**src/rtl/wic_pkg.sv**
```systemverilog
package wic_pkg;

    typedef enum logic [2:0] {
        TRIG_LVL_LO = 3'b000,
        TRIG_FALL   = 3'b010,
        TRIG_LVL_HI = 3'b100,
        TRIG_RISE   = 3'b110,
        TRIG_BOTH   = 3'b111
    } trig_e;

    typedef enum logic {
        GUARD_OPEN = 1'b0,
        GUARD_HOLD = 1'b1
    } guard_e;

    localparam int EN_BASE_BYTE  = 'h10;
    localparam int CFG_BASE_BYTE = 'h110;

    function automatic logic trig_is_edge(input logic [2:0] code);
        return (code == TRIG_FALL) || (code == TRIG_RISE) || (code == TRIG_BOTH);
    endfunction

    function automatic logic trig_is_supported(input logic [2:0] code);
        return trig_is_edge(code) || (code == TRIG_LVL_LO) || (code == TRIG_LVL_HI);
    endfunction

endpackage

```
**src/rtl/wic_sync.sv**
```systemverilog
module wic_sync #(
    parameter int DEPTH = 2
) (
    input  logic clk,
    input  logic rst_n,
    input  logic d,
    output logic q
);

    logic [DEPTH-1:0] chain_q;

    generate
        if (DEPTH == 1) begin : g_single
            always_ff @(posedge clk or negedge rst_n) begin
                if (!rst_n) chain_q <= '0;
                else        chain_q <= d;
            end
        end else begin : g_multi
            always_ff @(posedge clk or negedge rst_n) begin
                if (!rst_n) chain_q <= '0;
                else        chain_q <= {chain_q[DEPTH-2:0], d};
            end
        end
    endgenerate

    assign q = chain_q[DEPTH-1];

endmodule

```
**src/rtl/wic_regfile.sv**
```systemverilog
module wic_regfile
    import wic_pkg::*;
#(
    parameter int NUM_LINES = 64,
    parameter int ADDR_W    = 12
) (
    input  logic                   clk,
    input  logic                   rst_n,
    input  logic [ADDR_W-1:0]      addr,
    input  logic                   wr_en,
    input  logic [31:0]            wdata,
    output logic [31:0]            rdata,
    output logic [NUM_LINES-1:0]   en_bits,
    output logic [3*NUM_LINES-1:0] cfg_flat,
    output logic [NUM_LINES-1:0]   cfg_hit
);

    localparam int EN_WORDS = (NUM_LINES + 31) / 32;
    localparam int WA_W     = ADDR_W - 2;
    localparam int EN_WA_I  = EN_BASE_BYTE / 4;
    localparam int CFG_WA_I = CFG_BASE_BYTE / 4;
    localparam logic [WA_W-1:0] EN_WA0 = WA_W'(EN_WA_I);

    logic [WA_W-1:0]        wa;
    logic [EN_WORDS*32-1:0] en_pad;
    logic [31:0]            rd_d;
    logic [31:0]            rdata_q;
    logic                   unused_addr_lsb;

    assign wa              = addr[ADDR_W-1:2];
    assign unused_addr_lsb = ^addr[1:0];

    genvar n;
    generate
        for (n = 0; n < NUM_LINES; n++) begin : g_line
            localparam int WORD_IDX = n / 32;
            localparam int BIT_IDX  = n % 32;
            localparam logic [WA_W-1:0] EN_WA_N  = WA_W'(EN_WA_I + WORD_IDX);
            localparam logic [WA_W-1:0] CFG_WA_N = WA_W'(CFG_WA_I + n);

            logic       en_bit_q;
            logic [2:0] code_q;

            assign cfg_hit[n] = wr_en && (wa == CFG_WA_N);

            always_ff @(posedge clk or negedge rst_n) begin
                if (!rst_n)                          en_bit_q <= 1'b0;
                else if (wr_en && (wa == EN_WA_N))   en_bit_q <= wdata[BIT_IDX];
            end

            always_ff @(posedge clk or negedge rst_n) begin
                if (!rst_n)          code_q <= TRIG_LVL_HI;
                else if (cfg_hit[n]) code_q <= wdata[2:0];
            end

            assign en_bits[n]        = en_bit_q;
            assign cfg_flat[3*n +: 3] = code_q;
        end
    endgenerate

    assign en_pad = (EN_WORDS*32)'(en_bits);

    always_comb begin
        rd_d = '0;
        for (int k = 0; k < EN_WORDS; k++) begin
            if (wa == WA_W'(EN_WA_I + k)) rd_d = en_pad[k*32 +: 32];
        end
        for (int i = 0; i < NUM_LINES; i++) begin
            if (wa == WA_W'(CFG_WA_I + i)) rd_d = {29'b0, cfg_flat[3*i +: 3]};
        end
    end

    always_ff @(posedge clk or negedge rst_n) begin
        if (!rst_n) rdata_q <= '0;
        else        rdata_q <= rd_d;
    end

    assign rdata = rdata_q;

    // a write to the first enable word lands in line 0's enable bit
    a_r2_enable_word_write: assert property (@(posedge clk) disable iff (!rst_n)
        (wr_en && (wa == EN_WA0)) |=> (en_bits[0] == $past(wdata[0])));

    // offsets below the first enable word read as zero one cycle later
    a_r3_low_offsets_zero: assert property (@(posedge clk) disable iff (!rst_n)
        (wa < EN_WA0) |=> (rdata == 32'd0));

endmodule

```
**src/rtl/wic_line.sv**
```systemverilog
module wic_line
    import wic_pkg::*;
#(
    parameter int SYNC_DEPTH = 2
) (
    input  logic       clk,
    input  logic       rst_n,
    input  logic       raw_in,
    input  logic       en,
    input  logic [2:0] cfg,
    input  logic       cfg_hit,
    output logic       irq_out
);

    logic   lvl_s;
    logic   lvl_p;
    logic   rise_ev;
    logic   fall_ev;
    logic   quiet;
    logic   cond;
    logic   irq_d;
    logic   irq_q;
    guard_e guard_q;
    guard_e guard_d;

    wic_sync #(.DEPTH(SYNC_DEPTH)) u_sync (
        .clk   (clk),
        .rst_n (rst_n),
        .d     (raw_in),
        .q     (lvl_s)
    );

    always_ff @(posedge clk or negedge rst_n) begin
        if (!rst_n) lvl_p <= 1'b0;
        else        lvl_p <= lvl_s;
    end

    // guard state register
    always_ff @(posedge clk or negedge rst_n) begin
        if (!rst_n) guard_q <= GUARD_OPEN;
        else        guard_q <= guard_d;
    end

    // guard next state
    always_comb begin
        guard_d = guard_q;
        unique case (guard_q)
            GUARD_OPEN: if (cfg_hit)  guard_d = GUARD_HOLD;
            GUARD_HOLD: if (!cfg_hit) guard_d = GUARD_OPEN;
        endcase
    end

    assign quiet   = cfg_hit || (guard_q == GUARD_HOLD);
    assign rise_ev = lvl_s & ~lvl_p;
    assign fall_ev = ~lvl_s & lvl_p;

    // output select
    always_comb begin
        case (cfg)
            TRIG_LVL_LO: cond = ~lvl_s;
            TRIG_LVL_HI: cond = lvl_s;
            TRIG_FALL:   cond = fall_ev & ~quiet;
            TRIG_RISE:   cond = rise_ev & ~quiet;
            TRIG_BOTH:   cond = (rise_ev | fall_ev) & ~quiet;
            default:     cond = 1'b0;
        endcase
        irq_d = en & cond;
    end

    always_ff @(posedge clk or negedge rst_n) begin
        if (!rst_n) irq_q <= 1'b0;
        else        irq_q <= irq_d;
    end

    assign irq_out = irq_q;

    // a disabled line yields a low output on the next edge
    a_r11_disabled_low: assert property (@(posedge clk) disable iff (!rst_n)
        !en |=> !irq_out);

    // unsupported codes never raise the output
    a_r10_unsupported_low: assert property (@(posedge clk) disable iff (!rst_n)
        !trig_is_supported(cfg) |=> !irq_out);

    // a configuration write blocks edge-mode output on that edge
    a_r12_write_masks_edge: assert property (@(posedge clk) disable iff (!rst_n)
        (cfg_hit && trig_is_edge(cfg)) |=> !irq_out);

    // a rising-edge pulse lasts a single cycle
    a_r7_single_pulse: assert property (@(posedge clk) disable iff (!rst_n)
        (irq_out && (cfg == TRIG_RISE) && ($past(cfg) == TRIG_RISE)) |=> !irq_out);

endmodule

```
**src/rtl/wake_irq_conditioner.sv**
```systemverilog
module wake_irq_conditioner
    import wic_pkg::*;
#(
    parameter int NUM_LINES  = 64,
    parameter int ADDR_W     = 12,
    parameter int SYNC_DEPTH = 2
) (
    input  logic                 clk,
    input  logic                 rst_n,
    input  logic [ADDR_W-1:0]    reg_addr,
    input  logic                 reg_wr,
    input  logic [31:0]          reg_wdata,
    output logic [31:0]          reg_rdata,
    input  logic [NUM_LINES-1:0] wake_in,
    output logic [NUM_LINES-1:0] irq_out
);

    logic [NUM_LINES-1:0]   en_bits;
    logic [3*NUM_LINES-1:0] cfg_flat;
    logic [NUM_LINES-1:0]   cfg_hit;

    wic_regfile #(
        .NUM_LINES (NUM_LINES),
        .ADDR_W    (ADDR_W)
    ) u_regs (
        .clk      (clk),
        .rst_n    (rst_n),
        .addr     (reg_addr),
        .wr_en    (reg_wr),
        .wdata    (reg_wdata),
        .rdata    (reg_rdata),
        .en_bits  (en_bits),
        .cfg_flat (cfg_flat),
        .cfg_hit  (cfg_hit)
    );

    genvar n;
    generate
        for (n = 0; n < NUM_LINES; n++) begin : g_cond
            wic_line #(.SYNC_DEPTH(SYNC_DEPTH)) u_line (
                .clk     (clk),
                .rst_n   (rst_n),
                .raw_in  (wake_in[n]),
                .en      (en_bits[n]),
                .cfg     (cfg_flat[3*n +: 3]),
                .cfg_hit (cfg_hit[n]),
                .irq_out (irq_out[n])
            );
        end
    endgenerate

endmodule

```
**config.mk**
```make
export PLATFORM = sky130hd
export DESIGN_NAME = wake_irq_conditioner
export DESIGN_NICKNAME = d
export VERILOG_FILES = /design/src/rtl/wic_pkg.sv /design/src/rtl/wic_sync.sv /design/src/rtl/wic_regfile.sv /design/src/rtl/wic_line.sv /design/src/rtl/wake_irq_conditioner.sv
export SDC_FILE = /design/constraint.sdc
export NUM_CORES = 1
export LEC_CHECK = 0
export BUFFER_PORTS_ARGS = -buffer_cell sky130_fd_sc_hd__buf_2
export CORE_UTILIZATION = 35
export CTS_CLUSTER_SIZE = 10
export DETAILED_ROUTE_END_ITERATION = 10
export GPL_TIMING_DRIVEN = 0
export SLEW_MARGIN = 10
export SYNTH_ARGS = -nofsm -noshare
export SYNTH_HDL_FRONTEND = slang
export SYNTH_HIERARCHICAL = 1
export SYNTH_SLANG_ARGS = --single-unit
export TNS_END_PERCENT = 100
```
**constraint.sdc**
```tcl
create_clock -name clk -period 1.63 [get_ports clk]
set_input_delay 0.4075 -clock clk [delete_from_list [all_inputs] [get_ports clk]]
set_output_delay 0.4075 -clock clk [all_outputs]
set_load 0.02 [all_outputs]
```
==> results of run 1 <==
placed cells by master, fill, tap and decap left out, types with 64 or more instances in the layout:
cell / Yosys / layout
a21oi_1: 139 / 130
buf_2: 31 / 192
buf_4: 65 / 171
clkbuf_16: 0 / 92
dfrtp_1: 544 / 544
dfstp_2: 64 / 64
dlygate4sd3_1: 0 / 68
ha_1: 128 / 128
inv_1: 134 / 132
mux2_2: 263 / 197
mux2_4: 0 / 66
nor2_1: 246 / 172
nor2_4: 1 / 64
metal layers:
metal	track usage	share of wire
met5	0.004070	0.00099
met3	0.04617	0.060
met2	0.3916	0.48
met4	0.08743	0.031
met1	0.3240	0.43
what timing repair did:
action | 4_1_cts | 5_1_grt
pin swaps | 52 | 74
gates cloned | 7 | 7
setup endpoints to repair | 606 | 327
hold endpoints to repair | 157 | 86
gates resized for setup | 332 | 139
setup buffers | 71 | 79
cells by family after synthesis:
group           after synthesis
compound gates              444
simple gates                561
fa+ha+maj                   128
mux                         290
xor+xnor                     34
buf+inv                     311
flops                       608
flip-flops by register name (all words and copies together), names as in the netlist:
signal	cells
g_cond.u_line/irq_out	64
g_cond.u_line/lvl_p	64
u_regs/g_line.en_bit_q	64
g_cond.u_line/u_sync/chain_q	128
u_regs/g_line.code_q	192
u_regs/rdata	32
g_cond.u_line/guard_q	64
critical path, cell delays in order:
cell	delay [ps]
buf_8	100
buf_6	120
or4_4	570
a21o_1	210
a211oi_2	320
o22ai_4	150
a32oi_4	340
nor4b_4	90
o32ai_4	380
cell type report:
| type | instances | area (µm²) |
|---|---|---|
| Buffer | 150 | 1475 |
| Antenna cell | 6 | 15.01 |
| Sequential cell | 608 | 15290 |
| Inverter | 159 | 604.3 |
| Tap cell | 1050 | 1314 |
| Timing Repair Buffer | 432 | 3643 |
| Clock buffer | 123 | 2118 |
| Multi-Input combinational cell | 1457 | 13010 |
| Fill cell | 7173 | 41810 |
| Clock inverter | 11 | 98.84 |
metrics by stage:
step / setup TNS (ps) / cells / total power [µW]
5_1_grt: -26600 / 3992 / 34880
6_report: -23810 / 3996 / 33610
4_1_cts: -7737 / 3910 / 33890
3_5_place_dp: -851740 / 3630 / 18130
2_1_floorplan: -117670 / 2376 / 16960
3_3_place_gp: -7658580 / 3624 / 17980
final timing paths:
path	end	slack [ps]	cells after the start
min	g_cond[37].u_line/u_sync/chain_q[0]	-330	1
min reg2reg	g_cond[49].u_line/u_sync/chain_q[1]	340	0
max in group asynchronous	u_regs/g_line[25].code_q[2]	240	5
max reg2reg	u_regs/rdata[2]	-540	6
max	u_regs/rdata[2]	-570	9
min in group clk	u_regs/g_line[27].en_bit_q	30	2
where the power goes:
part / internal (µW) / leakage (µW) / switching, µW
combinational: 1060 / 0.00864 / 1510
sequential: 15500 / 0.00781 / 358
clock: 8870 / 0.00107 / 6330
total: 25400 / 0.0175 / 8200
==> metrics, run 1 <==
cell with the most instances after synthesis dfrtp_1; post-synthesis mux area share 0.1149; Starting Density 0.3557; final setup vio count between 200 and 250; Synth Net Count ~2600; P per Cell Area 894.4 mW/mm²; Max VDD drop ~0.75 mV; IO Port Bufs 198; clk_skew approximately 21 ps; status finished, violations left; H-tree levels 3; DR pass1 iterations 5; first-pass GRT wire length roughly 150 mm; crit path max fanout 7; initial antenna violation count 5; Sink Count 608; DIE WIDTH about 290 µm; Synth Area in XOR/XNOR 0.01054; drt initial violations 1538; Synth Register Bits ~610; Rows roughly 100; final slew viol count 0; DPL Wire Length a little over 70 mm; Top Ports between 200 and 250; largest net degree at the start of global routing between 100 and 150; area fraction in compound gates after synthesis 0.1113; Synth area leaders dfrtp_1 48%, mux2_2 10%, dfstp_2 6.0%, ha_1 5.7%, nor2_1 3.3%; synth unique cells 80; die height 286.1 µm; Mapped Area 0.02824 mm²; clk slew on worst S/H paths around 60 ps; Final Cycle Share 1.347; Post-Syn Instances between 2000 and 2500; Synth top area share 0.4821; critical register-to-register path startpoint u_regs/g_line[0].code_q[2]; vias in the first global route 22060; Setup Crit Path Kind input pin to flop; root buffer cell clkbuf_16; total global routing overflow 0; worst hold margin -328.3 ps; Total GRT Usage 0.2427; critical path startpoint reg_addr[6]; required time worst endpoint roughly 2100 ps; leakage power between 0.015 and 0.02 µW; area share of fa/ha/maj cells after synthesis 0.05671; Main synth FF type dfrtp_1; Synth Area in Simple Gates 0.1130; DIE AREA between 0.08 and 0.09 mm²; endpoint type of the worst setup path flop; max_cap viols 0; Via density about 5.3; EDFF count, synth 0; Clock Latency Late Sink between 600 and 700 ps; synth warn 6; fin crit period ~2200 ps; total CTS buffers 74; Fin. Hold Viols between 80 and 90; crit start category input pin; pre-CTS setup slack -2271 ps; Max Freq around 460 MHz; layout cells sized above 1 0.4160; CORE AREA approximately 0.08 mm²; WL per Instance ~25 µm; Seq/Total Area, Yosys 0.5416; failing checks negative hold slack, negative setup slack; Mean Syn Cell Area between 10 and 15 µm²; area leader, netlist dfrtp_1; nets ~3100; TritonCTS clock tree done; final WL about 100 mm; CP arrival roughly 2700 ps; RSZ-0062 raised after global routing true; ys async rst share 1.000; Slew @ Worst Pin about 1100 ps; hold crit path type input pin to async pin; GP Congestion between 0.9 and 1; area grow syn2layout 33.06%; dpl cell area between 0.03 and 0.04 mm²; Hold Buf Count CTS about 70; cell area after layout 0.03758 mm²; relative slew slack 0.2548; Final Util 0.4733; main combinational cell family by area after synthesis multiplexers; DRC Markers 0; PnR worst setup slack -565.7 ps; via count 21263; Clock Tree Buf Depth 3; top cells by count, synth 544 x dfrtp_1, 263 x mux2_2, 246 x nor2_1; Final ANT Viol Nets 0
Note: power is estimated with default switching activity, not from simulation.
==> inputs of run 2 (changes only) <==
MAX_ROUTING_LAYER = met4   (was not set)
clock period = 2.4 ns   (was 1.63 ns; I/O delays follow)
==> run 2 against run 1 <==
  * Setup slack improved by 510 ps
  * Sequential share of layout area rose by 4.5 points
  * Register-to-register slack improved by 690 ps
  * Design area fell by 9.9%
  * Sequential cell count did not move
  * Sequential power fell by 32%
  * Utilization fell by 4.7 points
  * The run ends with negative setup slack left
  * Power fell by 33%
  * Worst hold slack improved by 360 ps
  * Die area did not move
  * Cell count fell by 5.2%
  * Critical path type unchanged
  * Combinational power fell by 44%
==> metrics, run 2 (synthesis gave the netlist of run 1 again) <==
status finished, violations left (unchanged); failing checks negative setup slack (was negative hold slack, negative setup slack); root buffer cell clkbuf_16 (unchanged); required time worst endpoint 2910 ps (was 2140 ps); final setup vio count 12 (was 238); PnR worst setup slack -55.93 ps (was -565.7 ps); crit path max fanout 10 (was 7); DRC Markers 0 (unchanged); Setup Crit Path Kind input pin to flop (unchanged); r2r endpoint u_regs/rdata[0] (was u_regs/rdata[2]); DPL Wire Length 71.27 mm (was 70.45 mm); CP arrival 2970 ps (was 2700 ps); Rows 103 (unchanged); highest-delay cell along the critical path o31ai_2 (was or4_4); Top Ports 207 (unchanged); R2R depth 7 (was 6); clk_skew 11.65 ps (was 21.31 ps); clk slew on worst S/H paths 60 ps (about the same); Via density 5.351 (was 5.321); fin cells 3788 (was 3996); DIE WIDTH 286.1 µm (unchanged); die height 286.1 µm (unchanged); IO Port Bufs 198 (unchanged); Placed Cells 3629 (was 3630); CORE AREA 0.07939 mm² (unchanged); crit start category input pin (unchanged); Max VDD drop 0.6613 mV (was 0.7477 mV); largest stage delay on the critical path 410 ps (was 570 ps); area grow syn2layout 19.88% (was 33.06%); Max Freq ~400 MHz; dpl cell area 0.03074 mm² (was 0.03123 mm²); Worst path top cell family by delay compound AO/OA/AOI/OAI gates (unchanged); commonest non-fill, non-tap cell in the layout dfrtp_1 (unchanged); relative slew slack 0.2648 (was 0.2548); R2R Setup Slk 150 ps (was -540 ps); via count 20268 (was 21263); total global routing overflow 0 (unchanged); WL per Instance 25.54 µm (was 25.42 µm); final WL 96.74 mm (was 101.6 mm); CP bufs+invs 3 (was 2); Clock Latency Late Sink 620 ps (was 630 ps); Final Cycle Share 1.023; Final ANT Viol Nets 0 (unchanged); DIE AREA 0.08182 mm² (unchanged); fin crit period around 2500 ps; largest register by flop count u_regs/g_line.code_q (unchanged); layout cells sized above 1 0.3614 (was 0.4160); cell area after layout 0.03385 mm² (was 0.03758 mm²); Slew @ Worst Pin 1103 ps (was 1118 ps); vias in the first global route 21400 (was 22060); flip-flop count of the largest register after layout 192 (unchanged); TritonCTS clock tree done (unchanged); pre-CTS setup slack -2024 ps (was -2271 ps); nets 2919 (was 3121); Total GRT Usage 0.2452 (was 0.2427); leakage power 0.01583 µW (was 0.01751 µW); initial antenna violation count 4 (was 5); first-pass GRT wire length 142.1 mm (was 145.4 mm); H-tree levels 3 (unchanged); total CTS buffers 74 (unchanged); endpoint type of the worst setup path flop (unchanged); Starting Density 0.3557 (unchanged); Largest regs u_regs/g_line.code_q x192, g_cond.u_line/u_sync/chain_q x128 (unchanged); Fin. Hold Viols 0 (was 86); Sink Count 608 (unchanged); P per Cell Area 661.0 mW/mm² (was 894.4 mW/mm²); max_cap viols 0 (unchanged); drt initial violations 1421 (was 1538); worst hold margin 27.02 ps (was -328.3 ps); largest net degree at the start of global routing 117 (was 116); hold crit path type input pin to async pin (unchanged); Clock Tree Buf Depth 3 (unchanged); final slew viol count 0 (unchanged); Cell Chain, Critical Path buf_2, buf_4, nand2_1, clkbuf_4, o22ai_1, o31ai_2, o21ai_1, a41oi_1, a211oi_2, o21ai_2 (was buf_8, buf_6, or4_4, a21o_1, a211oi_2, o22ai_4, a32oi_4, nor4b_4, o32ai_4); final setup TNS -262.1 ps (was -23810 ps); critical register-to-register path startpoint u_regs/g_line[6].code_q[0] (was u_regs/g_line[0].code_q[2]); RSZ-0062 raised after global routing true (unchanged); DR pass1 iterations 5 (unchanged); GP Congestion 0.9742 (was 0.9471); most frequent cells in the layout 544 x dfrtp_1, 263 x mux2_2, 214 x nor2_1 (was 544 x dfrtp_1, 197 x mux2_2, 192 x buf_2)
[run 2: repair_timing]
| action | in CTS | in global routing |
|---|---|---|
| gates resized for setup | 145 | 75 |
| setup endpoints to repair | 361 | 102 |
| setup buffers | 16 | 12 |
| hold buffers | 0 | 0 |
| pin swaps | 15 | 18 |
[run 2: metrics by stage]
stage | total power [µW] | utilization
after detailed placement | 12280 | 0.3872
after floorplan | 11490 | -
after CTS | 22620 | 0.4214
after global routing | 23240 | 0.4263
final | 22380 | 0.4264
after global placement | 12180 | 0.3853
[run 2: per-layer routing]
layer / part of all wire / vias up / GRT usage
met2: 0.48 / 602 / 0.3927
met4: 0.035 / 0 / 0.09171
li1: - / 8972 / -
met1: 0.44 / 10513 / 0.3121
met3: 0.049 / 181 / 0.03892
met5: 0 / - / -
[run 2: final cells by class]
cell class,instances,area (µm²)
Sequential cell,608,15290
Timing Repair Buffer,231,1374
Buffer,149,1089
Inverter,159,604.3
Fill cell,7497,45530
Clock inverter,8,55.05
Clock buffer,122,2126
Tap cell,1050,1314
Antenna cell,4,10.01
Multi-Input combinational cell,1457,11990
[run 2: worst max path at each step]
stage          cells after the start  slack, ps                          end          from
3_5_place_dp                       8      -2020             u_regs/rdata[17]   reg_addr[2]
2_1_floorplan                      9          4              u_regs/rdata[2]  reg_addr[10]
5_1_grt                            8       -100  u_regs/g_line[46].code_q[0]   reg_addr[8]
6_report                          10        -60              u_regs/rdata[0]   reg_addr[2]
3_3_place_gp                       1     -11670              u_regs/rdata[6]         rst_n
4_1_cts                           10       -100              u_regs/rdata[0]   reg_addr[3]
[run 2: report_power, final]
group	switching, µW	internal [µW]	total, µW	leakage [µW]
clock	4160	6020	10200	0.00104
sequential	239	10500	10800	0.00781
combinational	933	514	1450	0.00699
[run 2: worst register-to-register path, stage by stage (launching register included)]
cell and delay, ps:
dfrtp_1 460, mux2i_1 370, a22oi_1 150, a21o_1 200, a221oi_2 260, o211ai_1 230, a211oi_2 310, o21ai_2 130
==> inputs of run 3 (changes only) <==
CORE_ASPECT_RATIO = 0.5   (was not set)
CORE_MARGIN = 5   (was not set)
==> run 3 against run 2 <==
  * The run still ends with negative setup slack left
  * Power decreased by 1.2%
  * Die area rose by 6.1%
  * First-iteration DRC count increased by 28%
  * Clock-buffer cell count increased by 1
  * Non-clock buffer count is 12 lower
  * Clock power barely moved
  * Design area fell by 0.49%
  * Global-route usage shrank 2.6 points
  * Critical path depth fell by 1
  * Register-to-register slack got worse by 70 ps
  * Critical path type unchanged
  * Largest cell class unchanged
  * Largest power group unchanged
==> metrics, run 3 (synthesis gave the netlist of run 1 again) <==
status finished, violations left (unchanged); failing checks negative setup slack (unchanged); Reg area 0.01529 mm² (unchanged); required time worst endpoint 2870 ps (was 2910 ps); hold crit path type input pin to async pin (unchanged); P per Cell Area 655.9 mW/mm² (was 661.0 mW/mm²); Max VDD drop 0.3994 mV (was 0.6613 mV); clk_skew 24.60 ps (was 11.65 ps); relative slew slack 0.3045 (was 0.2648); final WL 93.25 mm (was 96.74 mm); Setup Crit Path Kind input pin to flop (unchanged); Sink Count 608 (unchanged); die height 210.9 µm (was 286.1 µm); Starting Density 0.3542 (was 0.3557); initial antenna violation count 5 (was 4); Final Cycle Share 1.038 (was 1.023); Power Total 22100 µW (was 22380 µW); Final ANT Viol Nets 0 (unchanged); Via density 5.278 (was 5.351); Max Freq 401.3 MHz (was 407.2 MHz); Clock Tree Buf Depth 3 (unchanged); clk slew on worst S/H paths 60 ps (about the same); vias in the first global route 20734 (was 21400); DIE AREA 0.08681 mm² (was 0.08182 mm²); Multi-input gate area 0.01199 mm² (about the same); largest register by flop count u_regs/g_line.code_q (unchanged); endpoint type of the worst setup path flop (unchanged); Clock Latency Late Sink 620 ps (about the same); largest net degree at the start of global routing 115 (was 117); critical register-to-register path startpoint u_regs/g_line[0].code_q[1] (was u_regs/g_line[6].code_q[0]); RSZ-0062 raised after global routing true (unchanged); commonest non-fill, non-tap cell in the layout dfrtp_1 (unchanged); nets 2904 (was 2919); worst hold margin 37.62 ps (was 27.02 ps); crit path max fanout 10 (unchanged); Final Util 0.4225 (was 0.4264); H-tree levels 3 (unchanged); r2r endpoint u_regs/rdata[1] (was u_regs/rdata[0]); filler cell count 7534 (was 7497); Largest regs u_regs/g_line.code_q x192, g_cond.u_line/u_sync/chain_q x128 (unchanged); root buffer cell clkbuf_16 (unchanged); drt initial violations 1825 (was 1421); via count 20108 (was 20268); R2R depth 7 (unchanged); PnR worst setup slack -91.86 ps (was -55.93 ps); final setup vio count 6 (was 12); WL per Instance 24.48 µm (was 25.54 µm); total global routing overflow 0 (unchanged); R2R Setup Slk 80 ps (was 150 ps); DIE WIDTH 411.7 µm (was 286.1 µm); final setup TNS -267.1 ps (was -262.1 ps); total CTS buffers 71 (was 74); pre-CTS setup slack -1856 ps (was -2024 ps); TritonCTS clock tree done (unchanged); flip-flop count of the largest register after layout 192 (unchanged); DRC Markers 0 (unchanged); first-pass GRT wire length 136.7 mm (was 142.1 mm); Top Ports 207 (unchanged); leakage power 0.01574 µW (was 0.01583 µW); crit start category input pin (unchanged); area grow syn2layout 19.29% (was 19.88%); CP arrival 2960 ps (was 2970 ps); Rows 73 (was 103); DPL Wire Length 69.23 mm (was 71.27 mm); layout cells sized above 1 0.3608 (was 0.3614); Total GRT Usage 0.2192 (was 0.2452); GP Congestion 1.021 (was 0.9742); Slew @ Worst Pin 1043 ps (was 1103 ps); DR pass1 iterations 5 (unchanged); fin crit period 2492 ps (was 2456 ps); Fin. Hold Viols 0 (unchanged); CORE AREA 0.07974 mm² (was 0.07939 mm²); final slew viol count 0 (unchanged); most frequent cells in the layout 544 x dfrtp_1, 263 x mux2_2, 214 x buf_2 (was 544 x dfrtp_1, 263 x mux2_2, 214 x nor2_1); max_cap viols 0 (unchanged); IO Port Bufs 198 (unchanged)
==> run 3: cell types whose count changed in the layout (fill, tap and decap cells not counted), moves of 4 or more <==
cell,change
buf_2,+11
buf_4,-18
clkbuf_1,+6
clkinvlp_4,-4
nor2_1,-15
nor2_2,+13
==> run 3: metrics by stage <==
stage | area [µm²] | cells
global placement | 30630 | 3661
CTS | 33450 | 3800
floorplan | 28280 | 2376
finish | 33690 | 3810
detailed placement | 30780 | 3666
global route | 33690 | 3810
==> run 3: cell type report <==
class	instances	share of cell area
clock buffers	123	0.06073
well taps	1087	0.04037
diodes	4	0.0002971
plain buffers	150	0.03105
repair buffers	218	0.03848
flip-flops and latches	608	0.4540
inverters	159	0.01783
clock inverters	4	0.001263
multi-input cells	1457	0.3560
==> run 3: metal layers <==
layer  global-route usage  vias to the layer above  part of all wire  wire length [µm]
met1               0.3068                    10417              0.46             43180
met5                    -                        -                 0                 0
li1                     -                     8949                 -                 -
met4              0.05480                        0             0.023              2108
met3              0.04665                      148             0.070              6563
met2               0.3258                      594              0.44             41400
==> run 3: worst max-delay path: stages <==
cell	delay (ps)
clkbuf_2	170
buf_6	210
inv_1	360
clkbuf_4	400
a21oi_1	100
a32o_1	220
a21oi_1	360
nor2b_1	360
o32ai_2	160
==> run 3: worst max path at each step <==
| stage | from | end | slack [ps] | cells past startpoint |
|---|---|---|---|---|
| floorplan | reg_addr[10] | u_regs/rdata[2] | 4 | 9 |
| global placement | rst_n | g_cond[7].u_line/u_sync/chain_q[0] | -11840 | 1 |
| detailed placement | reg_addr[2] | u_regs/rdata[25] | -1860 | 9 |
| CTS | reg_addr[9] | u_regs/rdata[2] | -20 | 9 |
| global route | reg_addr[4] | u_regs/rdata[1] | -60 | 11 |
| finish | reg_addr[3] | u_regs/rdata[2] | -90 | 9 |
==> run 3: power by group <==
part,switching [µW],internal [µW],total (µW)
clock network,4160,5770,9930
registers,233,10500,10700
logic,918,500,1420
==> run 3: repair_timing <==
item,CTS,global route
hold endpoints to repair,65,25
setup buffers,8,5
pin swaps,6,6
setup endpoints to repair,351,72
resized for setup,167,44
